File: src/rtl/irq_pkg.sv
package irq_pkg;
  localparam int NSRC    = 16;              // maskable sources plus break
  localparam int NLVL    = NSRC + 1;        // plus the reset slot
  localparam int LVL_W   = $clog2(NLVL);
  localparam int SRC_W   = $clog2(NSRC);
  localparam int NUM_EXT = 4;
  localparam int NUM_CNT = 2;
  localparam int EDGE_W  = NUM_EXT + NUM_CNT;
  localparam int NUM_STB = 7;
  localparam int DATA_W  = 8;
  localparam int ADDR_W  = 3;

  localparam int SRC_SHARED = 14;
  localparam int SRC_BRK    = 15;

  typedef enum logic [ADDR_W-1:0] {
    A_REQ_L = 3'd0,
    A_REQ_H = 3'd1,
    A_EN_L  = 3'd2,
    A_EN_H  = 3'd3,
    A_EDGE  = 3'd4,
    A_CTRL  = 3'd5
  } reg_addr_e;
endpackage

File: src/rtl/irq_sync.sv
module irq_sync #(
  parameter int W      = 1,
  parameter int STAGES = 2
) (
  input  logic         clk,
  input  logic         rst,
  input  logic [W-1:0] d,
  output logic [W-1:0] q
);
  logic [STAGES-1:0][W-1:0] st;

  always_ff @(posedge clk) begin
    if (rst) begin
      st <= '0;
    end else begin
      st[0] <= d;
      for (int i = 1; i < STAGES; i++) st[i] <= st[i-1];
    end
  end

  assign q = st[STAGES-1];
endmodule

File: src/rtl/irq_edge_det.sv
module irq_edge_det (
  input  logic clk,
  input  logic rst,
  input  logic lvl,
  input  logic pol,   // 1: rising, 0: falling
  output logic evt
);
  logic act, act_q;

  // Polarity is applied before the history flop, so a polarity change
  // can look like an edge (intended, mirrors the select-change set).
  assign act = pol ? lvl : ~lvl;

  always_ff @(posedge clk) begin
    if (rst) act_q <= 1'b1;
    else     act_q <= act;
  end

  assign evt = act & ~act_q;
endmodule

File: src/rtl/irq_req_bank.sv
module irq_req_bank
  import irq_pkg::*;
(
  input  logic              clk,
  input  logic              rst,
  input  logic [NSRC-1:0]   hw_evt,
  input  logic              bus_we,
  input  logic [ADDR_W-1:0] bus_addr,
  input  logic [DATA_W-1:0] bus_wdata,
  output logic [DATA_W-1:0] bus_rdata,
  input  logic              ack,
  input  logic              irq,
  input  logic              win_rst,
  input  logic [SRC_W-1:0]  win_src,
  output logic [NSRC-1:0]   req,
  output logic [NSRC-2:0]   en_m,
  output logic              dis,
  output logic              rst_pend,
  output logic [EDGE_W-1:0] edge_sel,
  output logic              shr_sel
);
  logic [NSRC-1:0]   req_q, req_d, keep;
  logic [NSRC-1:0]   en_q;
  logic [EDGE_W-1:0] edge_q;
  logic              dis_q, shr_q, rpend_q;
  logic [DATA_W-1:0] rd_d;
  logic              take;

  assign take = ack & irq;

  always_comb begin
    keep = '1;
    if (bus_we && bus_addr == A_REQ_L) keep[DATA_W-1:0]      = bus_wdata;
    if (bus_we && bus_addr == A_REQ_H) keep[NSRC-1:DATA_W]   = bus_wdata;
    if (take && !win_rst)              keep[win_src]         = 1'b0;
    req_d = (req_q & keep) | hw_evt;   // hardware set wins over any clear
  end

  always_ff @(posedge clk) begin
    if (rst) begin
      req_q   <= '0;
      en_q    <= '0;
      edge_q  <= '0;
      shr_q   <= 1'b0;
      dis_q   <= 1'b1;
      rpend_q <= 1'b1;
    end else begin
      req_q <= req_d;
      if (bus_we) begin
        unique case (bus_addr)
          A_EN_L:  en_q[DATA_W-1:0]    <= bus_wdata;
          A_EN_H:  en_q[NSRC-1:DATA_W] <= bus_wdata;
          A_EDGE:  edge_q              <= bus_wdata[EDGE_W-1:0];
          A_CTRL:  begin
            shr_q <= bus_wdata[0];
            dis_q <= bus_wdata[1];
          end
          default: ;
        endcase
      end
      if (take)            dis_q   <= 1'b1;
      if (take && win_rst) rpend_q <= 1'b0;
    end
  end

  always_comb begin
    rd_d = '0;
    case (bus_addr)
      A_REQ_L: rd_d = req_q[DATA_W-1:0];
      A_REQ_H: rd_d = req_q[NSRC-1:DATA_W];
      A_EN_L:  rd_d = en_q[DATA_W-1:0];
      A_EN_H:  rd_d = en_q[NSRC-1:DATA_W];
      A_EDGE:  rd_d[EDGE_W-1:0] = edge_q;
      A_CTRL:  rd_d[1:0] = {dis_q, shr_q};
      default: rd_d = '0;
    endcase
  end

  always_ff @(posedge clk) begin
    if (rst) bus_rdata <= '0;
    else     bus_rdata <= rd_d;
  end

  assign req      = req_q;
  assign en_m     = en_q[NSRC-2:0];
  assign dis      = dis_q;
  assign rst_pend = rpend_q;
  assign edge_sel = edge_q;
  assign shr_sel  = shr_q;

  // a register write never brings up a request bit that hardware did not set
  p_sw_no_set_r5: assert property (@(posedge clk) disable iff (rst)
    bus_we |=> ((req_q & ~$past(req_q) & ~$past(hw_evt)) == '0));

  // acceptance raises the disable flag
  p_ack_dis_r7: assert property (@(posedge clk) disable iff (rst)
    (ack && irq) |=> dis_q);

  // acceptance clears the winning request unless hardware re-set it
  p_ack_clr_r7: assert property (@(posedge clk) disable iff (rst)
    (ack && irq && !win_rst && !hw_evt[win_src]) |=> !req_q[$past(win_src)]);

  // the reset slot only leaves through an acknowledge
  p_rst_slot_r1: assert property (@(posedge clk) disable iff (rst)
    $fell(rpend_q) |-> $past(ack));
endmodule

File: src/rtl/irq_prio_sel.sv
module irq_prio_sel
  import irq_pkg::*;
#(
  parameter logic [15:0] VEC_TOP = 16'hFFFC
) (
  input  logic              clk,
  input  logic              rst,
  input  logic [NSRC-1:0]   req,
  input  logic [NSRC-2:0]   en_m,
  input  logic              dis,
  input  logic              rst_pend,
  output logic              irq,
  output logic [15:0]       vec,
  output logic              win_rst,
  output logic [SRC_W-1:0]  win_src
);
  localparam logic [15:0] VEC_BOT = VEC_TOP - 16'(2 * (NLVL - 1));

  logic [NLVL-1:0]  live;
  logic [LVL_W-1:0] win_lvl;

  always_comb begin
    live    = '0;
    live[0] = rst_pend;
    for (int i = 0; i < NSRC - 1; i++) live[i+1] = req[i] & en_m[i] & ~dis;
    live[NLVL-1] = req[SRC_BRK];
    win_lvl = '0;
    for (int l = NLVL - 1; l >= 0; l--) begin
      if (live[l]) win_lvl = LVL_W'(l);
    end
  end

  assign irq     = |live;
  assign vec     = irq ? (VEC_TOP - 16'({win_lvl, 1'b0})) : 16'h0000;
  assign win_rst = irq && (win_lvl == '0);
  assign win_src = SRC_W'(win_lvl - LVL_W'(1));

  // nothing maskable gets through while the disable flag is set
  p_mask_r3: assert property (@(posedge clk) disable iff (rst)
    (dis && !rst_pend && !req[SRC_BRK]) |-> !irq);

  // break is never masked
  p_brk_r6: assert property (@(posedge clk) disable iff (rst)
    req[SRC_BRK] |-> irq);

  // vector stays word aligned inside the table
  p_vec_r2: assert property (@(posedge clk) disable iff (rst)
    irq |-> (vec[0] == 1'b0 && vec <= VEC_TOP && vec >= VEC_BOT));
endmodule

File: src/rtl/irq_vec_ctrl.sv
module irq_vec_ctrl
  import irq_pkg::*;
#(
  parameter int          KEY_W       = 8,
  parameter int          SYNC_STAGES = 2,
  parameter logic [15:0] VEC_TOP     = 16'hFFFC
) (
  input  logic                clk,
  input  logic                rst,
  input  logic [NUM_EXT-1:0]  pin_ext,
  input  logic [NUM_CNT-1:0]  pin_cnt,
  input  logic [KEY_W-1:0]    pin_key,
  input  logic                pin_trig,
  input  logic [NUM_STB-1:0]  stb_periph,
  input  logic                stb_conv,
  input  logic                stb_brk,
  input  logic                bus_we,
  input  logic [ADDR_W-1:0]   bus_addr,
  input  logic [DATA_W-1:0]   bus_wdata,
  output logic [DATA_W-1:0]   bus_rdata,
  input  logic                ack,
  output logic                irq,
  output logic [15:0]         vec
);
  logic [EDGE_W-1:0] pins_s, pin_evt, edge_sel;
  logic [KEY_W-1:0]  key_s;
  logic              trig_s, key_evt, shr_evt, shr_lvl, shr_sel;
  logic [NSRC-1:0]   hw_evt, req;
  logic [NSRC-2:0]   en_m;
  logic              dis, rst_pend, win_rst;
  logic [SRC_W-1:0]  win_src;

  irq_sync #(.W(EDGE_W), .STAGES(SYNC_STAGES)) u_sync_pins (
    .clk(clk), .rst(rst), .d({pin_cnt, pin_ext}), .q(pins_s));
  irq_sync #(.W(KEY_W), .STAGES(SYNC_STAGES)) u_sync_key (
    .clk(clk), .rst(rst), .d(pin_key), .q(key_s));
  irq_sync #(.W(1), .STAGES(SYNC_STAGES)) u_sync_trig (
    .clk(clk), .rst(rst), .d(pin_trig), .q(trig_s));

  for (genvar g = 0; g < EDGE_W; g++) begin : g_pin
    irq_edge_det u_det (
      .clk(clk), .rst(rst), .lvl(pins_s[g]), .pol(edge_sel[g]), .evt(pin_evt[g]));
  end

  irq_edge_det u_det_key (
    .clk(clk), .rst(rst), .lvl(&key_s), .pol(1'b0), .evt(key_evt));

  // Converter strobe enters inverted so both choices fire on a falling level.
  assign shr_lvl = shr_sel ? ~stb_conv : trig_s;
  irq_edge_det u_det_shr (
    .clk(clk), .rst(rst), .lvl(shr_lvl), .pol(1'b0), .evt(shr_evt));

  assign hw_evt = {stb_brk, shr_evt, key_evt,
                   pin_evt[3], pin_evt[2], stb_periph[6],
                   pin_evt[NUM_EXT+1], pin_evt[NUM_EXT],
                   stb_periph[5:0], pin_evt[1], pin_evt[0]};

  irq_req_bank u_bank (
    .clk(clk), .rst(rst), .hw_evt(hw_evt),
    .bus_we(bus_we), .bus_addr(bus_addr), .bus_wdata(bus_wdata), .bus_rdata(bus_rdata),
    .ack(ack), .irq(irq), .win_rst(win_rst), .win_src(win_src),
    .req(req), .en_m(en_m), .dis(dis), .rst_pend(rst_pend),
    .edge_sel(edge_sel), .shr_sel(shr_sel));

  irq_prio_sel #(.VEC_TOP(VEC_TOP)) u_sel (
    .clk(clk), .rst(rst), .req(req), .en_m(en_m), .dis(dis), .rst_pend(rst_pend),
    .irq(irq), .vec(vec), .win_rst(win_rst), .win_src(win_src));
endmodule

File: config.mk
export PLATFORM = sky130hd
export DESIGN_NAME = irq_vec_ctrl
export DESIGN_NICKNAME = d
export VERILOG_FILES = /design/src/rtl/irq_pkg.sv /design/src/rtl/irq_sync.sv /design/src/rtl/irq_edge_det.sv /design/src/rtl/irq_req_bank.sv /design/src/rtl/irq_prio_sel.sv /design/src/rtl/irq_vec_ctrl.sv
export SDC_FILE = /design/constraint.sdc
export NUM_CORES = 1
export LEC_CHECK = 0
export BUFFER_PORTS_ARGS = -buffer_cell sky130_fd_sc_hd__buf_2
export CELL_PAD_IN_SITES_DETAIL_PLACEMENT = 1
export CELL_PAD_IN_SITES_GLOBAL_PLACEMENT = 1
export CORE_AREA = 4 4 130 95
export DETAILED_ROUTE_END_ITERATION = 12
export DIE_AREA = 0 0 134 99
export HOLD_SLACK_MARGIN = 0.03
export MAX_ROUTING_LAYER = met4
export PLACE_DENSITY_LB_ADDON = 0.1
export REMOVE_ABC_BUFFERS = 1
export SLEW_MARGIN = 25
export SYNTH_ARGS = -nofsm -noshare
export SYNTH_HDL_FRONTEND = slang
export SYNTH_HIERARCHICAL = 1
export SYNTH_SLANG_ARGS = --single-unit
File: constraint.sdc
create_clock -name clk -period 2.6 [get_ports clk]
set_input_delay 0.39 -clock clk [delete_from_list [all_inputs] [get_ports clk]]
set_output_delay 0.39 -clock clk [all_outputs]
set_load 0.01 [all_outputs]
==> metrics.log, run 1 <==
[metrics] outcome: finished, final reports clean
[metrics] maximum clock frequency: 390 MHz
[metrics] Tightest Pin Transition: 0.601 ns
[metrics] setup repair after global routing missed its margin: yes
[metrics] wire length of the first global-routing pass: 19.3 mm
[metrics] number of setup violations in the final report: 0
[metrics] combined area of all synthesized cells: 4240 µm²
[metrics] Die Outline Area: 13300 µm²
[metrics] Internal Pwr Total: 0.00229 W
[metrics] register bit total from synthesis: 87
[metrics] normalized max-slew margin: 0.599
[metrics] Antenna Violating Nets Remaining: 0
[metrics] sum of negative setup slack: 0 ns
[metrics] number of global-route vias before repair: 3431
[metrics] EDFF count, synth: 0
[metrics] DR pass1 iterations: 5
[metrics] period utilization: 0.985
[metrics] total congestion overflow: 0
[metrics] top area cells in the synthesized netlist: dfxtp_1, buf_4, mux2i_1
[metrics] number of buffers inserted during clock tree synthesis: 9
[metrics] Max-cap violations: 0
[metrics] Clock transition at path regs: 0.07 ns
[metrics] final weighted congestion in routability-driven placement: 0.867
[metrics] Hold Path Class: in2reg
[metrics] fraction of synthesized cell area taken by the top area cell type: 0.410
[metrics] top cell type by total area after synthesis: dfxtp_1
[metrics] number of pins with negative max-slew slack in the final report: 0
[metrics] largest fanout on the critical path: 4
[metrics] critical path start-end classification: reg2out
[metrics] Clock Root Buffer: clkbuf_16
[metrics] Async S/R FF share, synth: 0
[metrics] TritonCTS clock tree: yes
[metrics] most instantiated flip-flop cell in the synthesis netlist: dfxtp_1
[metrics] Post-route DRC: 0
[metrics] fill count: 1254
[metrics] Placement Setup Slack: -0.146 ns
[metrics] Cell Rows: 32
[metrics] 1st-iter DRT viols: 182
[metrics] synthesized area divided by synthesized cell count: 9.45 µm²
[metrics] antenna violations before repair: 0
[metrics] switching part of the total: 0.238
[metrics] num ports: 64
[metrics] Net Switching: 0.000714 W
[metrics] clock network fraction of design power: 0.423
[metrics] pin count of the biggest net entering global routing: 33
[metrics] kind of launch point of the worst setup path: flop
[metrics] part of the Yosys area used for sequential elements: 0.410
[metrics] antenna cell count: 0
[metrics] die width: 134 µm
[metrics] Power per Cell Area: 602 nW/µm²
[metrics] combinational cell fraction of total power: 0.101
[metrics] Seq pwr share: 0.476
[metrics] VDD IR-drop max: 0.338 mV
[metrics] via total after detailed routing: 3324
[metrics] clock latency on the worst-skew pair: 0.33 ns
[metrics] final wirelength: 12.3 mm
[metrics] WHS: 0.272 ns
[metrics] arrival time of data at the critical path endpoint: 2.17 ns
[metrics] Core ar.: 10900 µm²
[metrics] average via count per standard cell: 5.10
[metrics] clock net sink count: 87
[metrics] final setup margin: 0.0385 ns
[metrics] nature of the critical path endpoint: output pin
[metrics] Finished Core Util: 0.456
[metrics] number of I/O port buffers: 62
[metrics] most frequent standard cell in the layout excluding fill and tap cells: dfxtp_1
[metrics] wire per inst: 18.9 µm
[metrics] H-tree depth reported by CTS: 3
[metrics] HPWL after detailed placement: 9.38 mm
[metrics] die height: 99 µm
[metrics] Final Hold Fails: 0
[metrics] setup clock skew after layout: 0.00932 ns
[metrics] Post-Synthesis Cells: 449
[metrics] leakage component of the power: 2.04 nW
[metrics] total track usage: 0.195
[metrics] fraction of layout instances using a drive strength above 1: 0.365
[metrics] count of nets after finishing: 537
[metrics] Yosys warning count: 6
[metrics] required time of the worst setup path: 2.21 ns
[metrics] number of distinct library cells after synthesis: 57
[metrics] Tmin final: 2.56 ns
[metrics] most used cells in the layout excluding fill and tap cells: dfxtp_1, buf_2, nor2_1, nand2_1, buf_4
[metrics] Max Root-Sink Buffers: 2
[metrics] effective utilization at floorplan: 0.388
[metrics] layout-stage area growth over the synthesis result: 17.5%
cells in the mapped netlist, types with 4 or more instances:
master    instances
o21ai_2           8
inv_1            26
mux2_2            4
a221oi_1         16
and2_1            6
mux2i_1          23
nor2_1           46
buf_6             4
nor2b_1           7
nor3_1            5
dfxtp_1          87
clkbuf_1          5
nand2_1          32
a21oi_1          16
nand2b_1         10
a22oi_2           4
nor2b_2          15
a22oi_1           4
buf_2             5
xor2_1            8
o22ai_1           4
and2b_2           8
o21ai_0          12
buf_4            42
registers in the layout, indices dropped and copies added, names as in the netlist, 6 cells and up:
| register | cells |
|---|---|
| u_bank/edge_sel | 6 |
| u_sync_pins/q | 6 |
| g_pin.u_det/act_q | 6 |
| u_sync_pins/st | 6 |
| u_bank/bus_rdata | 8 |
| u_bank/req | 16 |
| u_sync_key/q | 8 |
| u_bank/en_q | 16 |
| u_sync_key/st | 8 |
cells by family after synthesis:
| kind of cell | after synthesis | share of synthesized area |
|---|---|---|
| fa+ha+maj | 3 | 0.00885 |
| compound gates | 81 | 0.145 |
| mux | 31 | 0.0879 |
| buf+inv | 83 | 0.119 |
| simple gates | 152 | 0.206 |
| flops | 87 | 0.410 |
| other cells | 2 | 0.00177 |
| xor+xnor | 10 | 0.0206 |
metrics by stage:
step                      power [W]  std cells  cell area, µm²
final                       0.00300        652            4990
after global routing        0.00312        652            4990
after CTS                   0.00303        648            4860
after detailed placement    0.00175        632            4520
after global placement      0.00174        632            4520
after floorplan             0.00159        393            3840
path summary, 6_finish.rpt:
check                   start                 to  slack, ns  cells after the start
max            u_bank/en_q[6]             vec[5]       0.04                     10
min                pin_cnt[0]  u_sync_pins/st[4]       0.27                      2
max reg2reg    u_bank/en_q[6]     u_bank/req[15]       0.13                     12
min reg2reg  u_sync_key/st[5]    u_sync_key/q[5]       0.44                      1
layer usage:
metal / routed length [µm] / GRT usage
met1: 6460 / 0.284
met3: 439 / 0.0372
met5: 0 / -
met4: 85 / 0.0387
met2: 5310 / 0.281
power by group through the flow:
stage | clock [W] | sequential, W | combinational [W]
5_1_grt | 0.00135 | 0.00143 | 0.000333
3_5_place_dp | 0 | 0.00146 | 0.000294
6_report | 0.00127 | 0.00143 | 0.000302
2_1_floorplan | 0 | 0.00145 | 0.000142
4_1_cts | 0.00130 | 0.00143 | 0.000297
3_3_place_gp | 0 | 0.00146 | 0.000286
worst max-delay path, cell delays in order, from the launching register on:
cell,delay (ns)
dfxtp_2,0.37
nand2_2,0.09
a32o_1,0.29
a21oi_2,0.16
a32oi_2,0.09
a21oi_2,0.28
ha_4,0.18
inv_1,0.04
o21ai_1,0.13
nand2_1,0.06
buf_2,0.14
layout make-up:
| class | instances | area (µm²) | share of cell area |
|---|---|---|---|
| clock buffers | 12 | 246 | 0.0494 |
| clock inverters | 3 | 43.8 | 0.00878 |
| inverters | 26 | 97.6 | 0.0196 |
| multi-input cells | 280 | 2120 | 0.425 |
| flip-flops and latches | 87 | 1760 | 0.353 |
| well taps | 153 | 191 | 0.0384 |
| repair buffers | 91 | 528 | 0.106 |
repair_timing:
item,in CTS,in global routing
hold buffers,0,0
setup endpoints to repair,12,30
setup buffers,1,4
pin swaps,7,8
resized for setup,14,25
No activity file was read; power rests on OpenSTA's default activity.
==> run 2, diff against run 1 <==
==> constraint.sdc (replaced) <==
create_clock -name clk -period 2.6 [get_ports clk]
set_input_delay 0.52 -clock clk [delete_from_list [all_inputs] [get_ports clk]]
set_output_delay 0.52 -clock clk [all_outputs]
set_load 0.01 [all_outputs]
==> run 2 against run 1 <==
  * The run now ends with negative setup slack left
  * Highest routed layer unchanged
  * Largest power group unchanged
  * Critical path depth decreased by 1
  * Clock skew decreased by 0.0025 ns
  * Sequential power about the same
==> metrics.log, run 2 (same netlist as run 1, synthesis figures left out) <==
[metrics] arrival time of data at the critical path endpoint: 2.15 ns (-0.02 ns)
[metrics] total track usage: 0.195 (about the same)
[metrics] via total after detailed routing: 3361 (+1.1%)
[metrics] Internal Pwr Total: 0.00218 W (-4.7%)
[metrics] layout-stage area growth over the synthesis result: 21.8%
[metrics] clock net sink count: 87 (unchanged)
[metrics] Max-cap violations: 0 (unchanged)
[metrics] pin count of the biggest net entering global routing: 38 (+15%)
[metrics] clock network fraction of design power: 0.406 (-0.017)
[metrics] average via count per standard cell: 5.07 (-0.56%)
[metrics] Max Root-Sink Buffers: 2 (unchanged)
[metrics] Final Hold Fails: 0 (unchanged)
[metrics] fraction of layout instances using a drive strength above 1: 0.427 (+0.0627)
[metrics] worst reg2reg path startpoint: u_bank/req[10]
[metrics] depth of the most critical reg-to-reg path: 14 (+2)
[metrics] Tmin final: 2.67 ns (+0.110 ns)
[metrics] sum of met2 wire segment lengths after detailed routing: 5.57 mm (+4.8%)
[metrics] wire length of the first global-routing pass: 19.3 mm (unchanged)
[metrics] Non-Filler Cell Area, Final: 5170 µm² (+3.6%)
[metrics] final wirelength: 12.4 mm (+0.94%)
[metrics] DR pass1 iterations: 7 (+2)
[metrics] Core ar.: 10900 µm² (unchanged)
[metrics] effective utilization at floorplan: 0.388 (unchanged)
[metrics] required time of the worst setup path: 2.08 ns (-0.13 ns)
[metrics] Clock Root Buffer: clkbuf_16
[metrics] die height: 99 µm (unchanged)
[metrics] critical path's top delay family: compound AO/OA/AOI/OAI gates
[metrics] Top Metal Used: met4
[metrics] most frequent standard cell in the layout excluding fill and tap cells: dfxtp_1
[metrics] antenna violations before repair: 0 (unchanged)
[metrics] combinational cell fraction of total power: 0.110 (+0.009)
[metrics] number of buffers inserted during clock tree synthesis: 9 (unchanged)
[metrics] kind of launch point of the worst setup path: flop
[metrics] final weighted congestion in routability-driven placement: 0.855 (-1.3%)
[metrics] flop2flop setup slack: 0.02 ns (-0.11 ns)
[metrics] Crit. Startpoint: u_bank/req[10]
[metrics] Die Outline Area: 13300 µm² (unchanged)
[metrics] Power per Cell Area: 569 nW/µm² (-5.4%)
[metrics] total congestion overflow: 0 (unchanged)
[metrics] Placement Setup Slack: -0.0623 ns (+0.0834 ns)
[metrics] violated checks: negative setup slack
[metrics] number of setup violations in the final report: 2 (+2)
[metrics] Finished Core Util: 0.473 (+0.0166)
[metrics] critical path start-end classification: reg2out
[metrics] final setup margin: -0.0717 ns (-0.110 ns)
[metrics] crit path to: vec[3]
[metrics] cell area reported after detailed placement: 4560 µm² (+0.83%)
[metrics] Tightest Pin Transition: 0.661 ns (+0.0601 ns)
[metrics] wire per inst: 18.7 µm (-0.73%)
[metrics] clock latency on the worst-skew pair: 0.34 ns (about the same)
[metrics] nature of the critical path endpoint: output pin
[metrics] met1 layer wirelength in the final routing: 6.00 mm (-7.1%)
[metrics] slowest stage delay, CP: 0.36 ns (about the same)
[metrics] Seq pwr share: 0.485 (+0.009)
[metrics] VDD IR-drop max: 0.291 mV (-14%)
[metrics] number of global-route vias before repair: 3454 (+0.67%)
[metrics] TritonCTS clock tree: yes
[metrics] setup clock skew after layout: 0.00678 ns (-0.00254 ns)
[metrics] most used cells in the layout excluding fill and tap cells: dfxtp_1, buf_2, nor2_1, buf_4, nand2_1
[metrics] Clock transition at path regs: 0.07 ns (about the same)
[metrics] leakage component of the power: 2.11 nW (+3.6%)
[metrics] normalized max-slew margin: 0.557 (-0.0417)
[metrics] switching part of the total: 0.259 (+0.0212)
[metrics] antenna cell count: 0 (unchanged)
[metrics] Antenna Violating Nets Remaining: 0 (unchanged)
[metrics] crit path cell chain: a22o_1 -> a31oi_1 -> o21ai_1 -> a32oi_2 -> a21oi_2 -> ha_4 -> and2_4 -> nor3_2 -> buf_2
[metrics] period utilization: 1.03 (+0.0424)
[metrics] Hold Path Class: in2reg
[metrics] slowest stage cell on the critical path: dfxtp_4
[metrics] H-tree depth reported by CTS: 3 (unchanged)
[metrics] WP depth: 9 (-1)
[metrics] setup repair after global routing missed its margin: yes
[metrics] outcome: finished with violations
[metrics] met3 wire length: 724 µm (+65%)
[metrics] count of nets after finishing: 547 (+1.9%)
[metrics] worst reg2reg path endpoint: u_bank/req[9]
[metrics] Cell Rows: 32 (unchanged)
[metrics] num ports: 64 (unchanged)
[metrics] largest fanout on the critical path: 5 (+1)
[metrics] CTS Hold Bufs: 0 (unchanged)
[metrics] Overall Power: 0.00294 W (-1.9%)
[metrics] number of pins with negative max-slew slack in the final report: 0 (unchanged)
[metrics] HPWL after detailed placement: 8.96 mm (-4.5%)
[metrics] Post-route DRC: 0 (unchanged)
[metrics] maximum clock frequency: 374 MHz (-4.1%)
[metrics] count of buffer and inverter cells on the critical path: 1 (-1)
[metrics] die width: 134 µm (unchanged)
[metrics] 1st-iter DRT viols: 205 (+13%)
[metrics] Net Switching: 0.000763 W (+6.8%)
[metrics] number of I/O port buffers: 62 (unchanged)
[run 2: changes by cell type in the layout (fill, tap and decap cells not counted), moves of 3 or more]
cell,before,now
nand2_1,31,28
a221oi_2,0,10
buf_4,29,36
a221oi_1,16,6
nand2_2,1,4
dfxtp_2,2,7
buf_6,0,3
dfxtp_1,81,76
[run 2: repair_timing]
item / in CTS / in global routing
buffers inserted: 7 / 5
resized for setup: 39 / 28
pin swaps: 20 / 14
endpoints found under the setup margin: 19 / 30
[run 2: cell type report]
class                      instances  area, µm²
clock buffer                       9        225
clock inverter                     7       47.5
fill                            1250       5760
inverter                          26       97.6
multi-input combinational        280       2230
sequential                        87       1770
tap                              153        191
timing repair buffer             101        613
[run 2: power groups by stage]
| stage | logic (W) | clock network, W | registers (W) |
|---|---|---|---|
| after floorplan | 0.000142 | 0 | 0.00145 |
| after global placement | 0.000288 | 0 | 0.00145 |
| after detailed placement | 0.000292 | 0 | 0.00146 |
| after CTS | 0.000303 | 0.00122 | 0.00143 |
| after global routing | 0.000354 | 0.00129 | 0.00143 |
| final | 0.000323 | 0.00119 | 0.00143 |
[run 2: worst register-to-register path, cell delays in order (launching register included)]
cell and delay (ns):
dfxtp_4 0.36, a22o_1 0.24, a31oi_1 0.17, o21ai_1 0.12
a32oi_2 0.25, a21oi_2 0.13, buf_4 0.15, inv_2 0.07
ha_2 0.17, xnor2_1 0.12, buf_4 0.19, nand2b_4 0.14
buf_6 0.11, nor2_1 0.04, a221oi_1 0.24
[run 2: worst min path at each step]
stage / startpoint / end / slack [ns] / depth (start not counted)
finish: pin_key[0] / u_sync_key/st[0] / 0.39 / 2
global route: pin_key[2] / u_sync_key/st[2] / 0.39 / 2
CTS: pin_key[0] / u_sync_key/st[0] / 0.38 / 2
detailed placement: u_sync_key/st[3] / u_sync_key/q[3] / 0.43 / 1
global placement: u_sync_trig/st[0] / u_sync_trig/q / 0.42 / 1
floorplan: u_sync_trig/st[0] / u_sync_trig/q / 0.41 / 1
[run 2: per-layer routing]
metal	vias up	GRT usage
met5	-	-
met4	0	0.0474
met3	12	0.0515
met2	69	0.277
met1	1661	0.274
li1	1619	-
[run 2: metrics by stage]
step / TNS [ns] / std cells / hold WS, ns
6_report: -0.133 / 663 / 0.386
5_1_grt: -1.28 / 663 / 0.389
4_1_cts: -0.0992 / 659 / 0.379
3_5_place_dp: -0.220 / 637 / 0.428
3_3_place_gp: 0 / 637 / 0.420
2_1_floorplan: 0 / 393 / 0.414
